==> src/rtl/rnm_pkg.sv <==
package rnm_pkg;

    parameter int unsigned ARCH_REGS_DEF = 32;
    parameter int unsigned PHYS_REGS_DEF = 80;
    parameter int unsigned NUM_SRC       = 2;

    // Wrapping increment for a circular index of arbitrary depth.
    function automatic int unsigned wrap_inc(input int unsigned idx, input int unsigned depth);
        return (idx == depth - 1) ? 0 : idx + 1;
    endfunction

endpackage

==> src/rtl/rnm_free_list.sv <==
module rnm_free_list #(
    parameter int unsigned TAG_W     = 7,
    parameter int unsigned DEPTH     = 48,
    parameter int unsigned FIRST_TAG = 32,
    parameter int unsigned PW        = $clog2(DEPTH),
    parameter int unsigned CW        = $clog2(DEPTH + 1)
) (
    input  logic             clk,
    input  logic             rst_n,
    input  logic             pop,
    input  logic             push0_en,
    input  logic [TAG_W-1:0] push0_tag,
    input  logic             push1_en,
    input  logic [TAG_W-1:0] push1_tag,
    output logic [TAG_W-1:0] head_tag,
    output logic             empty
);
    import rnm_pkg::*;

    typedef struct packed {
        logic [DEPTH-1:0][TAG_W-1:0] slot;
        logic [PW-1:0]               rd;
        logic [PW-1:0]               wr;
        logic [CW-1:0]               cnt;
    } fl_state_t;

    function automatic fl_state_t reset_state();
        fl_state_t s;
        for (int k = 0; k < DEPTH; k++) begin
            s.slot[k] = TAG_W'(FIRST_TAG + k);
        end
        s.rd  = '0;
        s.wr  = '0;
        s.cnt = CW'(DEPTH);
        return s;
    endfunction

    localparam fl_state_t RST_STATE = reset_state();

    fl_state_t state_d, state_q;

    always_comb begin
        logic [PW-1:0] wp;
        logic [CW-1:0] c;
        state_d = state_q;
        wp      = state_q.wr;
        c       = state_q.cnt;
        if (pop) begin
            state_d.rd = PW'(wrap_inc(int'(state_q.rd), DEPTH));
            c          = c - 1'b1;
        end
        if (push0_en) begin
            state_d.slot[wp] = push0_tag;
            wp               = PW'(wrap_inc(int'(wp), DEPTH));
            c                = c + 1'b1;
        end
        if (push1_en) begin
            state_d.slot[wp] = push1_tag;
            wp               = PW'(wrap_inc(int'(wp), DEPTH));
            c                = c + 1'b1;
        end
        state_d.wr  = wp;
        state_d.cnt = c;
    end

    always_ff @(posedge clk or negedge rst_n) begin
        if (!rst_n) begin
            state_q <= RST_STATE;
        end else begin
            state_q <= state_d;
        end
    end

    assign head_tag = state_q.slot[state_q.rd];
    assign empty    = (state_q.cnt == '0);


    no_underflow_chk: assert property (@(posedge clk) disable iff (!rst_n)
        pop |-> (state_q.cnt != '0));


    no_overflow_chk: assert property (@(posedge clk) disable iff (!rst_n)
        (int'(state_q.cnt) + int'(push0_en) + int'(push1_en) - int'(pop)) <= int'(DEPTH));


    pop_advance_chk: assert property (@(posedge clk) disable iff (!rst_n)
        (pop && !push0_en && !push1_en) |=> (state_q.cnt == $past(state_q.cnt) - 1'b1));

endmodule

==> src/rtl/rnm_map_table.sv <==
module rnm_map_table #(
    parameter int unsigned ARCH_REGS = 32,
    parameter int unsigned PHYS_REGS = 80,
    parameter int unsigned NSRC      = 2,
    parameter int unsigned AREG_W    = $clog2(ARCH_REGS),
    parameter int unsigned TAG_W     = $clog2(PHYS_REGS)
) (
    input  logic                          clk,
    input  logic                          rst_n,
    input  logic [NSRC-1:0][AREG_W-1:0]   src_arch,
    output logic [NSRC-1:0][TAG_W-1:0]    src_tag,
    output logic [NSRC-1:0]               src_rdy,
    input  logic [AREG_W-1:0]             dst_arch,
    output logic [TAG_W-1:0]              dst_prev,
    input  logic                          alloc_en,
    input  logic [TAG_W-1:0]              alloc_tag,
    input  logic                          wb_valid,
    input  logic [TAG_W-1:0]              wb_tag,
    input  logic                          rb_en,
    input  logic [AREG_W-1:0]             rb_arch,
    input  logic [TAG_W-1:0]              rb_tag
);
    localparam logic [TAG_W-1:0] LAST_TAG = TAG_W'(PHYS_REGS - 1);

    typedef struct packed {
        logic [ARCH_REGS-1:0][TAG_W-1:0] map;
        logic [PHYS_REGS-1:0]            rdy;
    } mt_state_t;

    function automatic mt_state_t reset_state();
        mt_state_t s;
        for (int i = 0; i < ARCH_REGS; i++) begin
            s.map[i] = TAG_W'(i);
        end
        s.rdy = '1;
        return s;
    endfunction

    localparam mt_state_t RST_STATE = reset_state();

    mt_state_t state_d, state_q;

    logic wb_in_range;
    assign wb_in_range = wb_valid && (wb_tag <= LAST_TAG);

    always_comb begin
        state_d = state_q;
        if (wb_in_range) begin
            state_d.rdy[wb_tag] = 1'b1;
        end
        if (alloc_en) begin
            state_d.map[dst_arch] = alloc_tag;
            state_d.rdy[alloc_tag] = 1'b0;
        end
        if (rb_en) begin
            state_d.map[rb_arch] = rb_tag;
        end
    end

    always_ff @(posedge clk or negedge rst_n) begin
        if (!rst_n) begin
            state_q <= RST_STATE;
        end else begin
            state_q <= state_d;
        end
    end

    for (genvar g = 0; g < NSRC; g++) begin : g_src
        logic [TAG_W-1:0] t;
        assign t          = state_q.map[src_arch[g]];
        assign src_tag[g] = t;
        assign src_rdy[g] = state_q.rdy[t] | (wb_in_range && (wb_tag == t));
    end

    assign dst_prev = state_q.map[dst_arch];


    alloc_busy_chk: assert property (@(posedge clk) disable iff (!rst_n)
        alloc_en |=> !state_q.rdy[$past(alloc_tag)]);


    alloc_map_chk: assert property (@(posedge clk) disable iff (!rst_n)
        (alloc_en && !rb_en) |=> (state_q.map[$past(dst_arch)] == $past(alloc_tag)));


    wb_ready_chk: assert property (@(posedge clk) disable iff (!rst_n)
        (wb_in_range && !(alloc_en && alloc_tag == wb_tag)) |=> state_q.rdy[$past(wb_tag)]);


    rb_restore_chk: assert property (@(posedge clk) disable iff (!rst_n)
        rb_en |=> (state_q.map[$past(rb_arch)] == $past(rb_tag)));


    rb_rdy_keep_chk: assert property (@(posedge clk) disable iff (!rst_n)
        (rb_en && !alloc_en && !wb_valid) |=> $stable(state_q.rdy));

endmodule

==> src/rtl/rename_map_top.sv <==
module rename_map_top #(
    parameter int unsigned ARCH_REGS = rnm_pkg::ARCH_REGS_DEF,
    parameter int unsigned PHYS_REGS = rnm_pkg::PHYS_REGS_DEF,
    parameter int unsigned AREG_W    = $clog2(ARCH_REGS),
    parameter int unsigned TAG_W     = $clog2(PHYS_REGS)
) (
    input  logic              clk,
    input  logic              rst_n,
    input  logic              ren_valid,
    input  logic [AREG_W-1:0] ren_src_a,
    input  logic [AREG_W-1:0] ren_src_b,
    input  logic              ren_has_dst,
    input  logic [AREG_W-1:0] ren_dst,
    output logic [TAG_W-1:0]  src_a_tag,
    output logic              src_a_rdy,
    output logic [TAG_W-1:0]  src_b_tag,
    output logic              src_b_rdy,
    output logic [TAG_W-1:0]  dst_tag,
    output logic [TAG_W-1:0]  dst_prev_tag,
    output logic              ren_stall,
    input  logic              wb_valid,
    input  logic [TAG_W-1:0]  wb_tag,
    input  logic              grad_valid,
    input  logic [TAG_W-1:0]  grad_tag,
    input  logic              rb_valid,
    input  logic [AREG_W-1:0] rb_arch,
    input  logic [TAG_W-1:0]  rb_prev_tag,
    input  logic [TAG_W-1:0]  rb_new_tag
);
    import rnm_pkg::*;

    localparam int unsigned FREE_DEPTH = PHYS_REGS - ARCH_REGS;

    logic                        pool_empty;
    logic [TAG_W-1:0]            pool_head;
    logic                        fire;
    logic                        alloc;
    logic [NUM_SRC-1:0][AREG_W-1:0] src_vec;
    logic [NUM_SRC-1:0][TAG_W-1:0]  tag_vec;
    logic [NUM_SRC-1:0]             rdy_vec;

    assign ren_stall = ren_valid && (rb_valid || (ren_has_dst && pool_empty));
    assign fire      = ren_valid && !ren_stall;
    assign alloc     = fire && ren_has_dst;

    assign src_vec[0] = ren_src_a;
    assign src_vec[1] = ren_src_b;
    assign src_a_tag  = tag_vec[0];
    assign src_b_tag  = tag_vec[1];
    assign src_a_rdy  = rdy_vec[0];
    assign src_b_rdy  = rdy_vec[1];
    assign dst_tag    = pool_head;

    rnm_free_list #(
        .TAG_W     (TAG_W),
        .DEPTH     (FREE_DEPTH),
        .FIRST_TAG (ARCH_REGS)
    ) u_pool (
        .clk       (clk),
        .rst_n     (rst_n),
        .pop       (alloc),
        .push0_en  (grad_valid),
        .push0_tag (grad_tag),
        .push1_en  (rb_valid),
        .push1_tag (rb_new_tag),
        .head_tag  (pool_head),
        .empty     (pool_empty)
    );

    rnm_map_table #(
        .ARCH_REGS (ARCH_REGS),
        .PHYS_REGS (PHYS_REGS),
        .NSRC      (NUM_SRC),
        .AREG_W    (AREG_W),
        .TAG_W     (TAG_W)
    ) u_map (
        .clk       (clk),
        .rst_n     (rst_n),
        .src_arch  (src_vec),
        .src_tag   (tag_vec),
        .src_rdy   (rdy_vec),
        .dst_arch  (ren_dst),
        .dst_prev  (dst_prev_tag),
        .alloc_en  (alloc),
        .alloc_tag (pool_head),
        .wb_valid  (wb_valid),
        .wb_tag    (wb_tag),
        .rb_en     (rb_valid),
        .rb_arch   (rb_arch),
        .rb_tag    (rb_prev_tag)
    );


    stall_keeps_head_chk: assert property (@(posedge clk) disable iff (!rst_n)
        (ren_valid && ren_stall && !grad_valid && !rb_valid) |=> $stable(dst_tag));

endmodule

==> config.mk <==
export PLATFORM = sky130hd
export DESIGN_NAME = rename_map_top
export DESIGN_NICKNAME = d
export VERILOG_FILES = /design/src/rtl/rnm_pkg.sv /design/src/rtl/rnm_free_list.sv /design/src/rtl/rnm_map_table.sv /design/src/rtl/rename_map_top.sv
export SDC_FILE = /design/constraint.sdc
export NUM_CORES = 2
export LEC_CHECK = 0
export BUFFER_PORTS_ARGS = -buffer_cell sky130_fd_sc_hd__buf_2
export CORE_AREA = 2 2 331 333
export CTS_CLUSTER_SIZE = 16
export DETAILED_ROUTE_END_ITERATION = 8
export DIE_AREA = 0 0 333 335
export GPL_TIMING_DRIVEN = 0
export PLACE_DENSITY = 0.62
export SLEW_MARGIN = 25
export SYNTH_ARGS = -nofsm -noshare
export SYNTH_HDL_FRONTEND = slang
export SYNTH_HIERARCHICAL = 1
export SYNTH_SLANG_ARGS = --single-unit
==> constraint.sdc <==
create_clock -name clk -period 6.4 [get_ports clk]
set_input_delay 0.96 -clock clk [delete_from_list [all_inputs] [get_ports clk]]
set_output_delay 0.96 -clock clk [all_outputs]
set_load 0.05 [all_outputs]
## Word-level counts from Yosys, hierarchy flattened

Index checks and enable logic that the tools add are counted.

- Reductions and logical operators: 16
- Bitwise operators: 5
- Mux-type cells: 41
- Eq/ne operators: 5
- $lt $le $gt $ge: 18
- Add/subtract/negate cells: 6

Operator list:

| cell | number |
|---|---|
| 336-bit bitwise mux | 2 |
| 336-bit two-way mux | 2 |
| 224-bit bitwise mux | 2 |
| 304-bit two-way mux | 1 |
| 224-bit two-way mux | 1 |
| 7-bit binary-select mux with 5-bit select | 3 |
| 7-bit demux with 6-bit select | 2 |
| 80-bit bitwise AND | 1 |
| 80-bit two-way mux | 1 |
| 80-bit inverter | 1 |
| 80-bit OR | 1 |
| 7-bit demux with 5-bit select | 2 |
| 7-bit two-way mux | 8 |
| 6-bit two-way mux | 8 |
| 7-bit binary-select mux with 6-bit select | 1 |
| 7-bit by 8-bit < comparator with 1-bit output (second input constant) | 4 |
| 6-bit by 1-bit adder with 6-bit output (second input constant) | 5 |
| 5-bit by 6-bit < comparator with 1-bit output (second input constant) | 4 |
| 6-bit by 7-bit < comparator with 1-bit output (second input constant) | 3 |
| 6-bit == test (second input constant) | 3 |
| 1-bit binary-select mux with 7-bit select | 2 |
| 1-bit demux with 7-bit select | 2 |
| 7-bit == test | 2 |
| 7-bit by 1-bit greater-or-equal comparator with 1-bit output (second input constant) | 2 |
| other kinds (10) | 28 |

- Output and inout bits: 31
- Register bits after elaboration: 658
- Logic and storage cells: 175
- Input bits: 55

## Depth between registers and ports, before layout

- Word-level depth: 12
- Mapped depth: 15

## By module

Netlist, hierarchy kept.

Modules (own cells, without submodules):

| module | cells each | area an instance (um^2) | times used |
|---|---|---|---|
| rnm_free_list | 1,627 | 21,709.6 | 1 |
| rnm_map_table | 1,991 | 21,161.5 | 1 |
| rename_map_top | 3 | 23.8 | 1 |

## Worst setup path after synthesis

OpenSTA, ideal clock, no wires.

- Kind: input to output
- From: in ren_src_a[0]
- To: out src_a_rdy
- Arrival: 4,397 ps
- Slack: 1,043 ps
- Path buffers: 3
- Data required time: 5,440 ps
- Stages: 10
- Cell sequence: buf_6 -> buf_6 -> buf_6 -> mux4_2 -> mux4_2 -> mux2i_2 -> inv_2 -> mux2i_1 -> mux2i_1 -> o311ai_1

- Cells in the longest elaborated chain, start to end: 5
- Elaborated cells on any way between the ends: 7
- Those cells by class: 1 x eq/ne; 4 x mux; 1 x bitwise; 1 x reduce/logical

RTL lines:

| item | RTL line | text |
|---|---|---|
| start: declaration | rename_map_top.sv:10 | `input logic [AREG_W-1:0] ren_src_a,` |
| 7-bit binary-select mux with 5-bit select (*) | rnm_map_table.sv:70 | `assign t = state_q.map[src_arch[g]];` |
| 7-bit two-way mux (implied by the code) (*) | rnm_map_table.sv:70 |  |
| net src_a_tag[3] | rename_map_top.sv:14 | `output logic [TAG_W-1:0] src_a_tag,` |
| 1-bit binary-select mux with 7-bit select or 7-bit == test (tied branches) | rnm_map_table.sv:72 | `assign src_rdy[g] = state_q.rdy[t] \| (wb_in_range && (wb_tag == t));` |
| 1-bit two-way mux (implied by the code) or 1-bit logical AND (tied branches) | rnm_map_table.sv:72 |  |
| 1-bit OR (*) | rnm_map_table.sv:72 |  |
| end: declaration | rename_map_top.sv:15 | `output logic src_a_rdy,` |

Mark *: on every way through the listed nets, which the timed path passes. The rest lies on a longest branch. The select of a mux whose other input is x is not followed.

## Final worst setup path

- From: in ren_src_b[0]
- To: out src_b_rdy

- Cells in the longest elaborated chain, start to end: 5
- Elaborated cells on any way between the ends: 7
- Those cells by class: 1 x eq/ne; 4 x mux; 1 x bitwise; 1 x reduce/logical

RTL lines:

| item | RTL line | text |
|---|---|---|
| start: declaration | rename_map_top.sv:11 | `input logic [AREG_W-1:0] ren_src_b,` |
| 7-bit binary-select mux with 5-bit select (*) | rnm_map_table.sv:70 |  |
| 7-bit two-way mux (implied by the code) (*) | rnm_map_table.sv:70 |  |
| 1-bit binary-select mux with 7-bit select or 7-bit == test (tied branches) | rnm_map_table.sv:72 |  |
| 1-bit two-way mux (implied by the code) or 1-bit logical AND (tied branches) | rnm_map_table.sv:72 |  |
| 1-bit OR (*) | rnm_map_table.sv:72 |  |
| end: declaration | rename_map_top.sv:17 | `output logic src_b_rdy,` |

Mark *: on every way between the ends. The rest lies on a longest branch, timed or not. The select of a mux whose other input is x is not followed.

==> flow_summary.ini <==
[finish]
area_growth_pct = 12.80
nets = 3849
final_cell_mix = mux2_2, mux2i_1, dfrtp_1, dfstp_2, a21oi_1
final_common_cell = mux2_2
drive_gt1_share_pct = 42.46

[sta]
slew_headroom_pct = 13.69
worst_slew_pin_slew_ps = 1290
grt_setup_unrepaired = false
fin_crit_sh_pct = 98.57
fin_skew_ps = 56.51
finalSetupViolations = 0
fmax_mhz = 158.5
setup_tns_ps = 0
maxSlewViolCount = 0
final_hold_viol_count = 0
period_minus_slack_ps = 6308
setup_ws_ps = 91.68

[synth]
syn_avg_cell_area_um2 = 11.85
synthMuxAreaShare_pct = 40.88
ys_ff_latch = 658
synth_top_area_share_pct = 19.72
synth_fa_ha_area_share_pct = 0.2042
synth_compound_area_share_pct = 7.604
synth.distinct_cells = 89
synth_edf_count = 0
synth_xor_area_share_pct = 0.7846
synth_nets = 3683
yosys_warnings = 6
synthTopCellsByArea = dfstp_2, dfrtp_1, mux2_2
synthCells = 3621
synth-seq-area-share_pct = 39.33
synth_top_family_by_area = multiplexers
yosys.area.top_type = dfstp_2
synthArstFlopShare_pct = 100.0
synthSimpleGateAreaFrac_pct = 7.937
synth_area_um2 = 42890
ys.flop_type = dfrtp_1

[routing]
post_drt_wl_per_cell_um = 32.63
wl_um = 172000
num_vias = 33420
drt_iter0_drc = 3838
first_pass_iters = 6
drc_errors = 0
detail-route-antenna-nets = 0
vias_per_cell = 6.339

[floorplan]
dieArea_um2 = 111600
core_area_um2 = 108100
row_count = 121
ios = 86
start_util_pct = 39.68
die_w_um = 333
fp.dieH_um = 335

[status]
outcome = complete, no violations

[placement]
gp_congestion = 1.047
post-place-ws_ps = -78.42
port_buffers = 58
dpl.hpwl_um = 124700

[clock_tree]
htreeDepth = 3
clock_latency_ps = 710
cts.sinks = 658
clk_path_buf_depth = 3
cts_root_buf = clkbuf_16
cts_tree = yes
cts_buffers = 80
path_clk_slew_ps = 60

[pwr]
p_per_area_nw_per_um2 = 492.7
ir_drop_uv = 659.0
p_leak_uw = 0.01910

[setup_path]
cp_cell_sequence = buf_2, buf_4, buf_2, buf_2, nand3_1, o2111ai_1, nand2_1, nor3_1, buf_2, inv_2, mux2i_1, mux4_2, nand3b_4, nand4_1, buf_2
cp-start-kind = input port
arrival_ps = 5350
worst-setup-path-type = in2out
max_stage_delay_ps = 520
slowest_stage = buf_2
crit_required_ps = 5440
critPathCaptureType = primary output
worst-path-max-fanout = 10
cpMostUsedCell = buf_2

[global_routing]
grt_pass1_vias = 32960
antenna_found_initial = 5
overflow = 0
grt_start_max_net_pins = 88
grt_first_pass_wirelength_um = 243800
track_usage_pct = 30.35

[run]
maxCapViolCount = 0

[hold_path]
hold_class = in2async
==> through the flow <==
stage | utilization, % | hold WS (ps) | instance area [µm²] | power (µW) | instances
after floorplan | - | 501.6 | 42890 | 14420 | 3621
after global placement | 41.59 | 518.8 | 44950 | 18290 | 5093
after detailed placement | 42.09 | 518.1 | 45500 | 18650 | 5120
after CTS | 44.74 | 116.9 | 48360 | 23590 | 5269
after global routing | 44.75 | 129.9 | 48380 | 24620 | 5269
final | 44.76 | 132.1 | 48380 | 23840 | 5272
==> per-layer routing <==
metal	track usage (%)	vias to the layer above	wire length, µm
met2	47.81	1759	78300
met4	17.04	12	10890
met5	0	-	81
li1	-	13930	-
met3	5.696	456	14080
met1	39.36	17260	68700
==> sequential cells by signal (all words and copies together) (netlist names) <==
register and cells:
u_pool/state_q 354, u_map/state_q 304
==> cell families after synthesis <==
| kind of cell | Yosys count |
|---|---|
| flip-flops | 658 |
| multiplexers | 1356 |
| AND/OR/NAND/NOR | 692 |
| AO/OA/AOI/OAI | 555 |
| XOR/XNOR | 36 |
| adder cells (fa/ha/maj) | 7 |
| buffers and inverters | 317 |
==> worst max-delay path, delay by kind of cell <==
family	cells	cell delay (ps)
buffers and inverters	7	2470
and+or+nand+nor	5	1070
muxes	2	670
AOI/OAI and AO/OA	1	160
==> cell type report <==
class / count / area [µm²]
Fill cell: 10170 / 59710
Clock buffer: 124 / 2439
Clock inverter: 26 / 415.4
Multi-Input combinational cell: 2646 / 24780
Timing Repair Buffer: 85 / 685.7
Buffer: 292 / 1325
Sequential cell: 658 / 16870
Inverter: 24 / 92.59
Tap cell: 1414 / 1769
Antenna cell: 3 / 7.507
==> worst paths after layout <==
check / slack, ps / endpoint / cells after the start / start
max in group asynchronous: 4030 / u_pool/state_q[114]$_DFF_PN1_ / 6 / rst_n
worst max-delay path: 90 / src_b_rdy / 15 / ren_src_b[0]
min in group clk: 530 / u_map/state_q[60]$_DFF_PN1_ / 2 / u_map/state_q[60]$_DFF_PN1_
worst min register to register: 530 / u_map/state_q[60]$_DFF_PN1_ / 2 / u_map/state_q[60]$_DFF_PN1_
worst max register to register: 230 / u_map/state_q[62]$_DFF_PN1_ / 12 / u_pool/state_q[12]$_DFFE_PN0P_
worst min-delay path: 130 / u_map/state_q[226]$_DFF_PN0_ / 1 / rst_n
==> synth_stat cells (7+ instances only) <==
cell type and n:
inv_1 13, buf_2 48, a31oi_1 20, o21ai_0 116, nor3_1 34, nor2_1 243, a21oi_1 289, ha_1 7
nor3_4 20, dfrtp_1 336, nand2_1 227, o211ai_2 9, a22oi_1 46, dfstp_2 322, buf_1 32, nand3_1 32
clkbuf_1 187, a211oi_1 15, a221oi_1 14, inv_2 7, buf_6 9, nand2b_1 17, o41ai_1 7, and3_1 7
xnor2_1 20, mux4_2 234, mux2i_1 421, nor2b_1 29, nand3b_1 7, mux4_1 8, xor2_1 14, buf_4 14
mux2_1 11, nand4_1 18, mux2_2 678
==> report_power, final <==
part,internal (µW),switching (µW)
Combinational,4570,6650
Clock,2860,2010
Sequential,6310,1440
==> what timing repair did <==
action | 4_1_cts | 5_1_grt
hold buffers | 0 | 0
gates resized for setup | 2 | 0
buffers inserted | 0 | 0
setup endpoints to repair | 2 | 0
No activity file was read; power rests on OpenSTA's default activity.
